### config.mk
export PLATFORM = sky130hd
export DESIGN_NAME = vlan_cmd_engine
export DESIGN_NICKNAME = d
export VERILOG_FILES = /design/src/rtl/vlan_cmd_pkg.sv /design/src/rtl/vlan_rst_sync.sv /design/src/rtl/vlan_tbl_store.sv /design/src/rtl/vlan_viol_latch.sv /design/src/rtl/vlan_cmd_engine.sv
export SDC_FILE = /design/constraint.sdc
export NUM_CORES = 1
export LEC_CHECK = 0
export BUFFER_PORTS_ARGS = -buffer_cell sky130_fd_sc_hd__buf_2
export CORE_ASPECT_RATIO = 1.2
export CORE_UTILIZATION = 45
export DETAILED_ROUTE_END_ITERATION = 7
export GPL_TIMING_DRIVEN = 0
export PLACE_DENSITY = 0.57
export SLEW_MARGIN = 20
export SYNTH_ARGS = -nofsm -noshare
export SYNTH_HDL_FRONTEND = slang
export SYNTH_SLANG_ARGS = --single-unit
### constraint.sdc
create_clock -name clk -period 85.3 [get_ports clk]
set_input_delay 12.795 -clock clk [delete_from_list [all_inputs] [get_ports clk]]
set_output_delay 12.795 -clock clk [all_outputs]
set_load 0.01 [all_outputs]
### src/rtl/vlan_cmd_pkg.sv
package vlan_cmd_pkg;

  localparam int unsigned REG_W         = 16;
  localparam int unsigned ADDR_OP       = 0;
  localparam int unsigned ADDR_VID      = 1;
  localparam int unsigned ADDR_DAT0     = 2;

  localparam int unsigned BUSY_B        = 15;
  localparam int unsigned VID_VALID_B   = 12;
  localparam int unsigned VID_PAGE_B    = 13;
  localparam int unsigned VIOL_MEMBER_B = 6;
  localparam int unsigned VIOL_MISS_B   = 5;

  typedef enum logic [2:0] {
    OPC_FLUSH = 3'd1,
    OPC_LOAD  = 3'd3,
    OPC_NEXT  = 3'd4,
    OPC_VIOL  = 3'd7
  } opc_e;

endpackage

### src/rtl/vlan_rst_sync.sv
module vlan_rst_sync (
  input  logic clk,
  input  logic arst_n,
  output logic rst_sn
);
  logic stage_q;

  always_ff @(posedge clk or negedge arst_n) begin
    if (!arst_n) begin
      stage_q <= 1'b0;
      rst_sn  <= 1'b0;
    end else begin
      stage_q <= 1'b1;
      rst_sn  <= stage_q;
    end
  end
endmodule

### src/rtl/vlan_tbl_store.sv
module vlan_tbl_store #(
  parameter int DEPTH = 16,
  parameter int IDX_W = 4,
  parameter int FID_W = 6,
  parameter int DW    = 48
) (
  input  logic             clk,
  input  logic             rst_n,
  input  logic             flush,
  input  logic             we,
  input  logic [IDX_W-1:0] widx,
  input  logic             wvalid,
  input  logic [FID_W-1:0] wfid,
  input  logic [DW-1:0]    wdat,
  input  logic [IDX_W-1:0] ridx,
  output logic             rvalid,
  output logic [FID_W-1:0] rfid,
  output logic [DW-1:0]    rdat
);
  logic [DEPTH-1:0]       v_q, v_d;
  logic [DEPTH*FID_W-1:0] f_q, f_d;
  logic [DEPTH*DW-1:0]    d_q, d_d;

  // per-entry next state: one write port, flush overrides
  for (genvar e = 0; e < DEPTH; e++) begin : g_ent
    logic hit;
    assign hit = we && (widx == IDX_W'(e));
    assign v_d[e] = flush ? 1'b0 : (hit ? wvalid : v_q[e]);
    assign f_d[e*FID_W +: FID_W] = (hit && wvalid) ? wfid : f_q[e*FID_W +: FID_W];
    assign d_d[e*DW +: DW]       = (hit && wvalid) ? wdat : d_q[e*DW +: DW];
  end

  always_ff @(posedge clk or negedge rst_n) begin
    if (!rst_n) begin
      v_q <= '0;
      f_q <= '0;
      d_q <= '0;
    end else begin
      v_q <= v_d;
      f_q <= f_d;
      d_q <= d_d;
    end
  end

  assign rvalid = v_q[ridx];
  assign rfid   = f_q[int'(ridx)*FID_W +: FID_W];
  assign rdat   = d_q[int'(ridx)*DW +: DW];
endmodule

### src/rtl/vlan_viol_latch.sv
module vlan_viol_latch #(
  parameter int PORT_W = 4,
  parameter int VID_W  = 13
) (
  input  logic              clk,
  input  logic              rst_n,
  input  logic              in_valid,
  input  logic [PORT_W-1:0] in_port,
  input  logic [VID_W-1:0]  in_vid,
  input  logic              in_miss,
  input  logic              clr,
  output logic              pend,
  output logic [PORT_W-1:0] port,
  output logic [VID_W-1:0]  vid,
  output logic              miss
);
  logic              pend_d, miss_d, cap;
  logic [PORT_W-1:0] port_d;
  logic [VID_W-1:0]  vid_d;

  assign cap = in_valid && !pend;

  always_comb begin
    pend_d = pend;
    port_d = port;
    vid_d  = vid;
    miss_d = miss;
    if (cap) begin
      pend_d = 1'b1;
      port_d = in_port;
      vid_d  = in_vid;
      miss_d = in_miss;
    end else if (clr) begin
      pend_d = 1'b0;
    end
  end

  always_ff @(posedge clk or negedge rst_n) begin
    if (!rst_n) begin
      pend <= 1'b0;
      port <= '0;
      vid  <= '0;
      miss <= 1'b0;
    end else begin
      pend <= pend_d;
      port <= port_d;
      vid  <= vid_d;
      miss <= miss_d;
    end
  end
endmodule

### src/rtl/vlan_cmd_engine.sv
module vlan_cmd_engine
  import vlan_cmd_pkg::*;
#(
  parameter int NUM_PORTS = 12,
  parameter int TBL_DEPTH = 16,
  parameter int NUM_DB    = 64
) (
  input  logic        clk,
  input  logic        rst_n,
  input  logic [2:0]  host_addr,
  input  logic        host_wr,
  input  logic [15:0] host_wdata,
  output logic [15:0] host_rdata,
  input  logic        viol_valid,
  input  logic [3:0]  viol_port,
  input  logic [12:0] viol_vid,
  input  logic        viol_miss,
  output logic        irq
);
  localparam int NUM_DREG = (NUM_PORTS + 3) / 4;
  localparam int DW       = NUM_DREG * REG_W;
  localparam int IDX_W    = (TBL_DEPTH > 1) ? $clog2(TBL_DEPTH) : 1;
  localparam int FID_W    = (NUM_DB > 1) ? $clog2(NUM_DB) : 1;
  localparam logic [13:0] DEPTH_V = 14'(TBL_DEPTH);

  function automatic logic [DW-1:0] port_mask();
    logic [DW-1:0] m;
    for (int i = 0; i < DW; i++) m[i] = (i < NUM_PORTS * 4);
    return m;
  endfunction
  localparam logic [DW-1:0] DAT_MASK = port_mask();

  logic              rst_sn;
  logic [15:0]       op_q, op_d;
  logic [13:0]       vid_q, vid_d;
  logic [DW-1:0]     dat_q, dat_d;
  logic [13:0]       scan_q, scan_d;
  logic              busy, done, in_range;
  logic [2:0]        opc;
  logic [12:0]       vid13;
  logic              tbl_we, tbl_flush, tbl_rvalid;
  logic [FID_W-1:0]  ld_fid, tbl_rfid;
  logic [DW-1:0]     tbl_rdat;
  logic [7:0]        fid_ext;
  logic              viol_clr, pend, pend_miss;
  logic [3:0]        pend_port;
  logic [12:0]       pend_vid;

  vlan_rst_sync u_rst (
    .clk    (clk),
    .arst_n (rst_n),
    .rst_sn (rst_sn)
  );

  assign busy     = op_q[BUSY_B];
  assign opc      = op_q[14:12];
  assign vid13    = {vid_q[VID_PAGE_B], vid_q[11:0]};
  assign in_range = ({1'b0, vid13} < DEPTH_V);
  assign ld_fid   = FID_W'({op_q[11:8], op_q[3:0]});
  assign fid_ext  = 8'(tbl_rfid);

  vlan_tbl_store #(
    .DEPTH (TBL_DEPTH),
    .IDX_W (IDX_W),
    .FID_W (FID_W),
    .DW    (DW)
  ) u_tbl (
    .clk    (clk),
    .rst_n  (rst_sn),
    .flush  (tbl_flush),
    .we     (tbl_we),
    .widx   (vid13[IDX_W-1:0]),
    .wvalid (vid_q[VID_VALID_B]),
    .wfid   (ld_fid),
    .wdat   (dat_q),
    .ridx   (scan_q[IDX_W-1:0]),
    .rvalid (tbl_rvalid),
    .rfid   (tbl_rfid),
    .rdat   (tbl_rdat)
  );

  vlan_viol_latch #(
    .PORT_W (4),
    .VID_W  (13)
  ) u_viol (
    .clk      (clk),
    .rst_n    (rst_sn),
    .in_valid (viol_valid),
    .in_port  (viol_port),
    .in_vid   (viol_vid),
    .in_miss  (viol_miss),
    .clr      (viol_clr),
    .pend     (pend),
    .port     (pend_port),
    .vid      (pend_vid),
    .miss     (pend_miss)
  );

  assign irq = pend;

  // next-state: host register writes when idle, one step of the running operation when busy
  always_comb begin
    op_d      = op_q;
    vid_d     = vid_q;
    dat_d     = dat_q;
    scan_d    = scan_q;
    tbl_we    = 1'b0;
    tbl_flush = 1'b0;
    viol_clr  = 1'b0;
    done      = 1'b0;
    if (busy) begin
      done = 1'b1;
      case (opc)
        OPC_FLUSH: tbl_flush = 1'b1;
        OPC_LOAD:  tbl_we    = in_range;
        OPC_NEXT: begin
          if (scan_q >= DEPTH_V) begin
            vid_d[VID_VALID_B] = 1'b0;
          end else if (tbl_rvalid) begin
            vid_d      = {scan_q[12], 1'b1, scan_q[11:0]};
            op_d[11:8] = fid_ext[7:4];
            op_d[3:0]  = fid_ext[3:0];
            dat_d      = tbl_rdat;
          end else begin
            done   = 1'b0;
            scan_d = scan_q + 14'd1;
          end
        end
        OPC_VIOL: begin
          viol_clr            = 1'b1;
          op_d[3:0]           = pend ? pend_port : 4'd0;
          op_d[VIOL_MEMBER_B] = pend && !pend_miss;
          op_d[VIOL_MISS_B]   = pend && pend_miss;
          if (pend) begin
            vid_d[11:0]       = pend_vid[11:0];
            vid_d[VID_PAGE_B] = pend_vid[12];
          end
        end
        default: ;
      endcase
      if (done) op_d[BUSY_B] = 1'b0;
    end else if (host_wr) begin
      if (host_addr == 3'(ADDR_OP)) begin
        op_d   = host_wdata;
        scan_d = {1'b0, vid13} + 14'd1;
      end else if (host_addr == 3'(ADDR_VID)) begin
        vid_d = host_wdata[13:0];
      end
      for (int r = 0; r < NUM_DREG; r++) begin
        if (host_addr == 3'(ADDR_DAT0 + r))
          dat_d[r*REG_W +: REG_W] = host_wdata & DAT_MASK[r*REG_W +: REG_W];
      end
    end
  end

  always_ff @(posedge clk or negedge rst_sn) begin
    if (!rst_sn) begin
      op_q   <= '0;
      vid_q  <= '0;
      dat_q  <= '0;
      scan_q <= '0;
    end else begin
      op_q   <= op_d;
      vid_q  <= vid_d;
      dat_q  <= dat_d;
      scan_q <= scan_d;
    end
  end

  always_comb begin
    host_rdata = '0;
    if (host_addr == 3'(ADDR_OP))  host_rdata = op_q;
    if (host_addr == 3'(ADDR_VID)) host_rdata = {2'b00, vid_q};
    for (int r = 0; r < NUM_DREG; r++) begin
      if (host_addr == 3'(ADDR_DAT0 + r)) host_rdata = dat_q[r*REG_W +: REG_W];
    end
  end
endmodule

==> metrics.md, run 1 <==
| Metric | Value |
|---|---|
| Leak pwr | 25.0 nW |
| Metal3 WL | approximately 9.8 mm |
| Area grow syn2layout | 13.0% |
| Synth warn | 0 |
| Distinct cells, synth | 70 |
| Starting Density | 45.4% |
| Die width | just under 300 um |
| PwrDens | 22.5 nW/um^2 |
| Die Area | 104000 sq um |
| Mapped Nets | between 3000 and 4000 |
| Placement row count | 128 |
| Clock Skew | 26.1 ps |
| Endpoints failing hold | 0 |
| Worst Path Max Fanout | 10 |
| Setup crit start kind | primary input |
| Number of global-route vias before repair | 31234 |
| Post CTS Setup Buffer Count | 0 |
| Clk buf depth | 3 |
| Avg Inst Size Synth | 14.5 sq um |
| HP Class | register to asynchronous set/reset pin |
| Least-Margin Pin Slew | 1240 ps |
| F_max | 35.8 MHz |
| CTS Root Cell | clkbuf_16 |
| Setup TNS | 0 ps |
| Routed wire length | 148 mm |
| Layout cell share with drive strength beyond 1 | 41.2% |
| CP most frequent cell | buf_2 |
| Clock transition at path regs | ~60 ps |
| Post-layout min period | approximately 28000 ps |
| Core Region | 102000 sq um |
| Sw Share | 31.3% |
| Final core occ | 51.3% |
| Clk sink count | approximately 1000 |
| GP Congestion | 0.894 |
| CTS buffer count | about 100 |
| Internal Power | 806 uW |
| Multi-input logic area | approximately 20000 sq um |
| Filler instances | 8631 |
| Worst VDD drop | 0.0150 mV |
| First-pass GRT wire length | about 220 mm |
| DIE HEIGHT | approximately 350 um |
| Clk network pwr share | 38.4% |
| Vias | a little under 30000 |
| Total overflow reported by the global router | 0 |
| Pins over their slew limit | 0 |
| Post-synth EDFFs | 0 |
| DR pass1 iterations | 8 |
| Final period utilization | 32.7% |
| DRC Markers | 0 |
| All-Layer GR Usage | ~29% |
| Top delay family on crit path | buffers and inverters |
| Most frequent cells in the layout | dfrtp_1 (992), mux2_2 (741), nand2_1 (237) |
| Psw | between 300 and 400 uW |
| Final ANT Viol Nets | 0 |
| Net count, final | about 3400 |
| Dpl hpwl | 103 mm |
| Initial antenna violation count | 9 |
| Met1 Routed Length | 58.7 mm |
| DP Worst Slack | 57450 ps |
| Hold-fix buffers at CTS | 0 |
| CP max stage delay | 660 ps |
| Sequential Area | 24900 sq um |
| R2R Setup Slk | around 81000 ps |
| Top cells by area, synth | dfrtp_1 (54%), mux2_2 (18%), mux4_2 (11%), mux2_1 (3.3%), mux2i_1 (2.5%) |
| CP bufs+invs | 5 |
| Post-CTS sizing | 0 |
| Cells after synthesis | 3175 |
| Synthesized cell area | roughly 46000 sq um |
| Combinational Power Share | 17.5% |
| Primary FF master, synth | dfrtp_1 |
| Final worst slack | 57400 ps |
| Vias per cell | 6.03 |
| Crit path kind | primary input to output port |
| Setup Viol. Count Final | 0 |
| Reg power frac | between 40% and 50% |
| CTS H-tree depth | 3 |
| Slew HR | 17.0% |
| Worst setup EP type | output port |
| Reg2Reg Depth | 11 |
| Sequential share of the synthesized area | 53.9% |
| Top cell type's share of synthesized area | 53.9% |
| Commonest non-fill, non-tap cell in the layout | dfrtp_1 |
| CTS tree | done |
| Highest Signal Layer | met5 |
| DRT iter0 DRCs | 2457 |
| Async SR Flop Fraction | 100% |
| Worst skew pair latency | 690 ps |
| Cell taking the most area after synthesis | dfrtp_1 |
| Largest net degree at the start of global routing | 63 |
| Crit-path cells | buf_2 -> buf_1 -> clkbuf_1 -> mux4_2 -> inv_1 -> o21ai_0 -> buf_2 |
| # port buffers | 57 |
| IO Pins | between 50 and 60 |
| Slowest cell on the critical path | buf_1 |
| Routed length per placed instance | 30.7 um |
| Cell count along the critical path | 7 |
| Max Cap Violations | 0 |
| Worst path arrival time | 15110 ps |
| FF+latch count, synth | 993 |
| RSZ-0062 raised after global routing | no |
| Status | finished clean |
| Wire length on met2 | 72.1 mm |
| Data required, critical path | 72500 ps |
## metal layers
| layer | track usage (%) | vias up |
|---|---|---|
| li1 | - | 11937 |
| met1 | 38.1 | 15667 |
| met2 | 47.7 | 1132 |
| met3 | 4.23 | 316 |
| met4 | 13.7 | 4 |
| met5 | 0 | - |
## per-stage QoR
step / power, mW / area [sq um] / hold slack [ps] / std cells
floorplan: 0.627 / 46100 / 331 / 3175
global placement: 0.723 / 48100 / 336 / 4597
detailed placement: 0.730 / 48800 / 291 / 4626
CTS: 1.18 / 52100 / 296 / 4810
global route: 1.21 / 52100 / 319 / 4810
finish: 1.17 / 52100 / 276 / 4815
## power by group through the flow
stage               Sequential, mW  Clock [mW]  Combinational, mW
CTS                          0.516       0.459              0.205
floorplan                    0.512           0              0.116
global placement             0.533           0              0.190
detailed placement           0.525           0              0.205
finish                       0.517       0.451              0.205
global route                 0.518       0.478              0.213
## worst reg2reg max path, cell delays in order (launching register included)
cell and delay (ps):
dfrtp_1 320, clkbuf_1 510, buf_2 650, buf_1 830
mux2_2 320, ha_1 210, inv_1 70, a221oi_1 380
nand2_1 190, nor3_1 310, xnor2_1 150, a21oi_1 80
## final timing paths
path | start | end
hold reg to reg | u_rst.rst_sn | u_tbl.d_q[742]
setup reg to reg | scan_q[1] | scan_q[12]
max in group asynchronous | rst_n | u_rst.rst_sn
min in group clk | u_rst.stage_q | u_rst.rst_sn
setup / recovery | host_addr[0] | host_rdata[1]
hold / removal | u_rst.rst_sn | u_tbl.d_q[742]
## flip-flops by register name, summed over array words and instances, names as in the netlist, 4 cells and up
| register | count |
|---|---|
| vid_q | 14 |
| u_tbl.v_q | 16 |
| u_viol.port | 4 |
| scan_q | 14 |
| u_viol.vid | 13 |
| dat_q | 48 |
| u_tbl.f_q | 96 |
| u_tbl.d_q | 768 |
| op_q | 16 |
## Yosys cell counts (all sizes together) (3+ instances only)
master,number
dfrtp,993
mux4,233
a221oi,5
nand4,4
mux2i,116
o221ai,3
a31oi,4
nand3,14
nand3b,3
o22ai,20
nand2b,5
buf,139
mux2,886
or3,9
nand2,237
a21o,4
or2,4
clkbuf,123
inv,20
nor3b,3
and3,4
nor4,3
xor2,6
a21oi,32
nor2b,22
a22oi,3
xnor2,6
o21ai,105
o31ai,12
nor3,7
nor2,120
## area by class of cell
class	instances	area share [%]
diodes	5	0.0240
clock buffers	133	5.47
flip-flops and latches	993	47.7
well taps	1365	3.28
plain buffers	262	2.54
repair buffers	86	1.75
clock inverters	51	0.929
multi-input cells	1900	38.2
inverters	20	0.144
## logic make-up (layout without fill, tap and decap cells)
family / count (synthesis) / after routing / synth area share (%)
AND/OR/NAND/NOR: 447 / 447 / 4.55
multiplexers: 1235 / 1235 / 35.6
buffers and inverters: 282 / 552 / 3.01
XOR/XNOR: 12 / 12 / 0.228
AO/OA/AOI/OAI: 204 / 204 / 2.63
other: 1 / 6 / 0.00814
flip-flops: 993 / 993 / 53.9
adder cells (fa/ha/maj): 1 / 1 / 0.0271
No activity file was read; power rests on OpenSTA's default activity.
==> inputs of run 2 (changes only) <==
==> constraint.sdc (replaced) <==
create_clock -name clk -period 27.2 [get_ports clk]
set_input_delay 4.08 -clock clk [delete_from_list [all_inputs] [get_ports clk]]
set_output_delay 4.08 -clock clk [all_outputs]
set_load 0.01 [all_outputs]
==> run 2 against run 1 <==
Routed wire length is essentially flat. Worst setup slack lost 41000 ps. Register-to-register slack lost 58000 ps. Highest routed layer unchanged.
==> metrics.md, run 2 (synthesis gave the netlist of run 1 again) <==
| Metric | Value |
|---|---|
| Least-Margin Pin Slew | 1280 ps (+33.5 ps) |
| DIE HEIGHT | 353 um (unchanged) |
| Worst path arrival time | 6450 ps (-8660 ps) |
| Worst skew pair latency | 690 ps (about the same) |
| Setup crit start kind | primary input |
| Clk buf depth | 3 (unchanged) |
| CTS Root Cell | clkbuf_16 |
| Worst reg2reg endpoint | scan_q[12] |
| Core Region | 102000 sq um (unchanged) |
| Pins over their slew limit | 0 (unchanged) |
| Worst Path Max Fanout | 10 (unchanged) |
| Final instance area | 52200 sq um (+0.27%) |
| Slew HR | 14.8% (-2.2 points) |
| Vias | 29029 (-0.093%) |
| DR pass1 iterations | 5 (-3) |
| Leak pwr | 25.1 nW (+0.26%) |
| Final period utilization | 38.7% |
| Largest regs | u_tbl.d_q x768, u_tbl.f_q x96, dat_q x48 |
| Vias per cell | 6.03 (-0.13%) |
| Commonest non-fill, non-tap cell in the layout | dfrtp_1 |
| PwrDens | 71.4 nW/um^2 (+220%) |
| Data required, critical path | 23120 ps (-49380 ps) |
| Layout cell share with drive strength beyond 1 | 41.0% (-0.17 points) |
| Crit path kind | primary input to output port |
| Area grow syn2layout | 13.4% |
| Post-layout min period | 10530 ps |
| Post-route insts no fill | 4817 (+0.042%) |
| Setup Viol. Count Final | 0 (unchanged) |
| Starting Density | 45.4% (unchanged) |
| Number of flip-flops in the largest register | 768 (unchanged) |
| Clock transition at path regs | 60 ps (about the same) |
| Post-CTS sizing | 0 (unchanged) |
| Largest net degree at the start of global routing | 61 (-3.2%) |
| Worst setup EP type | output port |
| Routed wire length | 148 mm (about the same) |
| Setup TNS | 0 ps (unchanged) |
| Reg2Reg Depth | 11 (unchanged) |
| DRC Markers | 0 (unchanged) |
| All-Layer GR Usage | 29.2% (+0.068 points) |
| F_max | roughly 95 MHz |
| CTS H-tree depth | 3 (unchanged) |
| Final ANT Viol Nets | 0 (unchanged) |
| Endpoints failing hold | 0 (unchanged) |
| Total overflow reported by the global router | 0 (unchanged) |
| Register with the highest flop count | u_tbl.d_q |
| Most frequent cells in the layout | dfrtp_1 (992), mux2_2 (741), nand2_1 (237) |
| Placement row count | 128 (unchanged) |
| R2R Setup Slk | 22920 ps (-58200 ps) |
| Power Total | 3.73 mW (+220%) |
| CTS tree | done |
| CTS buffer count | 103 (+0.98%) |
| Status | finished clean |
| Clk sink count | 993 (unchanged) |
| Post CTS Setup Buffer Count | 0 (unchanged) |
| IO Pins | 58 (unchanged) |
| Area of placed instances | 48800 sq um (unchanged) |
| GP Congestion | 0.894 (about the same) |
| Clock Skew | 36.9 ps (+10.8 ps) |
| DRT iter0 DRCs | 2315 (-5.8%) |
| Die Area | 104000 sq um (unchanged) |
| Dpl hpwl | 103 mm (-0.17%) |
| Critical R2R Launch | scan_q[1] |
| Routed length per placed instance | 30.8 um (about the same) |
| Number of global-route vias before repair | 31658 (+1.4%) |
| RSZ-0062 raised after global routing | no |
| Hold-fix buffers at CTS | 0 (unchanged) |
| Net count, final | 3408 (+0.029%) |
| Cells after DPL | 4626 (unchanged) |
| Max Cap Violations | 0 (unchanged) |
| HP Class | register to asynchronous set/reset pin |
| # port buffers | 57 (unchanged) |
| Die width | 294 um (unchanged) |
| First-pass GRT wire length | 218 mm (+0.27%) |
| Worst VDD drop | 0.0527 mV (+250%) |
| Initial antenna violation count | 13 (+4) |
## run 2: changes by cell type in the layout (fill, tap and decap cells not counted), sizes merged
cell      delta
clkbuf      +12
clkinv      -10
bufinv       +4
clkinvlp     -4
diode        +2
inv          -2
## run 2: power breakdown
| group | internal [mW] | switching [mW] |
|---|---|---|
| clock | 0.864 | 0.597 |
| combinational | 0.206 | 0.440 |
| sequential | 1.52 | 0.105 |
## run 2: through the flow
stage | utilization, % | hold slack (ps) | setup WS, ps
floorplan | - | 331 | 11090
global placement | 47.4 | 336 | 6160
detailed placement | 48.0 | 269 | 16780
CTS | 51.4 | 279 | 16770
global route | 51.4 | 297 | 16560
finish | 51.5 | 265 | 16670
## run 2: how the worst max path moves through the flow
stage | start | to | slack [ps] | cells past startpoint
after floorplan | u_rst.rst_sn | dat_q[0] | 11090 | 0
after global placement | u_rst.rst_sn | u_viol.vid[7] | 6160 | 0
after detailed placement | host_addr[0] | host_rdata[0] | 16780 | 7
after CTS | host_addr[0] | host_rdata[0] | 16770 | 7
after global routing | host_addr[0] | host_rdata[0] | 16560 | 7
final | host_addr[0] | host_rdata[0] | 16670 | 7
## run 2: per-layer routing
metal / global-route usage [%] / vias up / wire length [um]
met4: 14.8 / 10 / 7830
met1: 37.0 / 15701 / 59000
met3: 5.04 / 340 / 8890
met2: 48.0 / 1045 / 72300
li1: - / 11933 / -
met5: 0 / - / 62
## run 2: worst max-delay path, stage by stage
cell,delay [ps]
buf_2,130
buf_1,710
clkbuf_1,530
mux4_2,310
inv_1,40
o21ai_0,410
buf_2,230
## run 2: cell type report
class / instances / area, sq um
antenna: 7 / 17.5
inverter: 20 / 75.1
sequential: 993 / 24900
clock inverter: 39 / 492
multi-input combinational: 1900 / 19900
fill: 8649 / 49300
tap: 1365 / 1710
buffer: 262 / 1320
clock buffer: 145 / 2980
timing repair buffer: 86 / 910
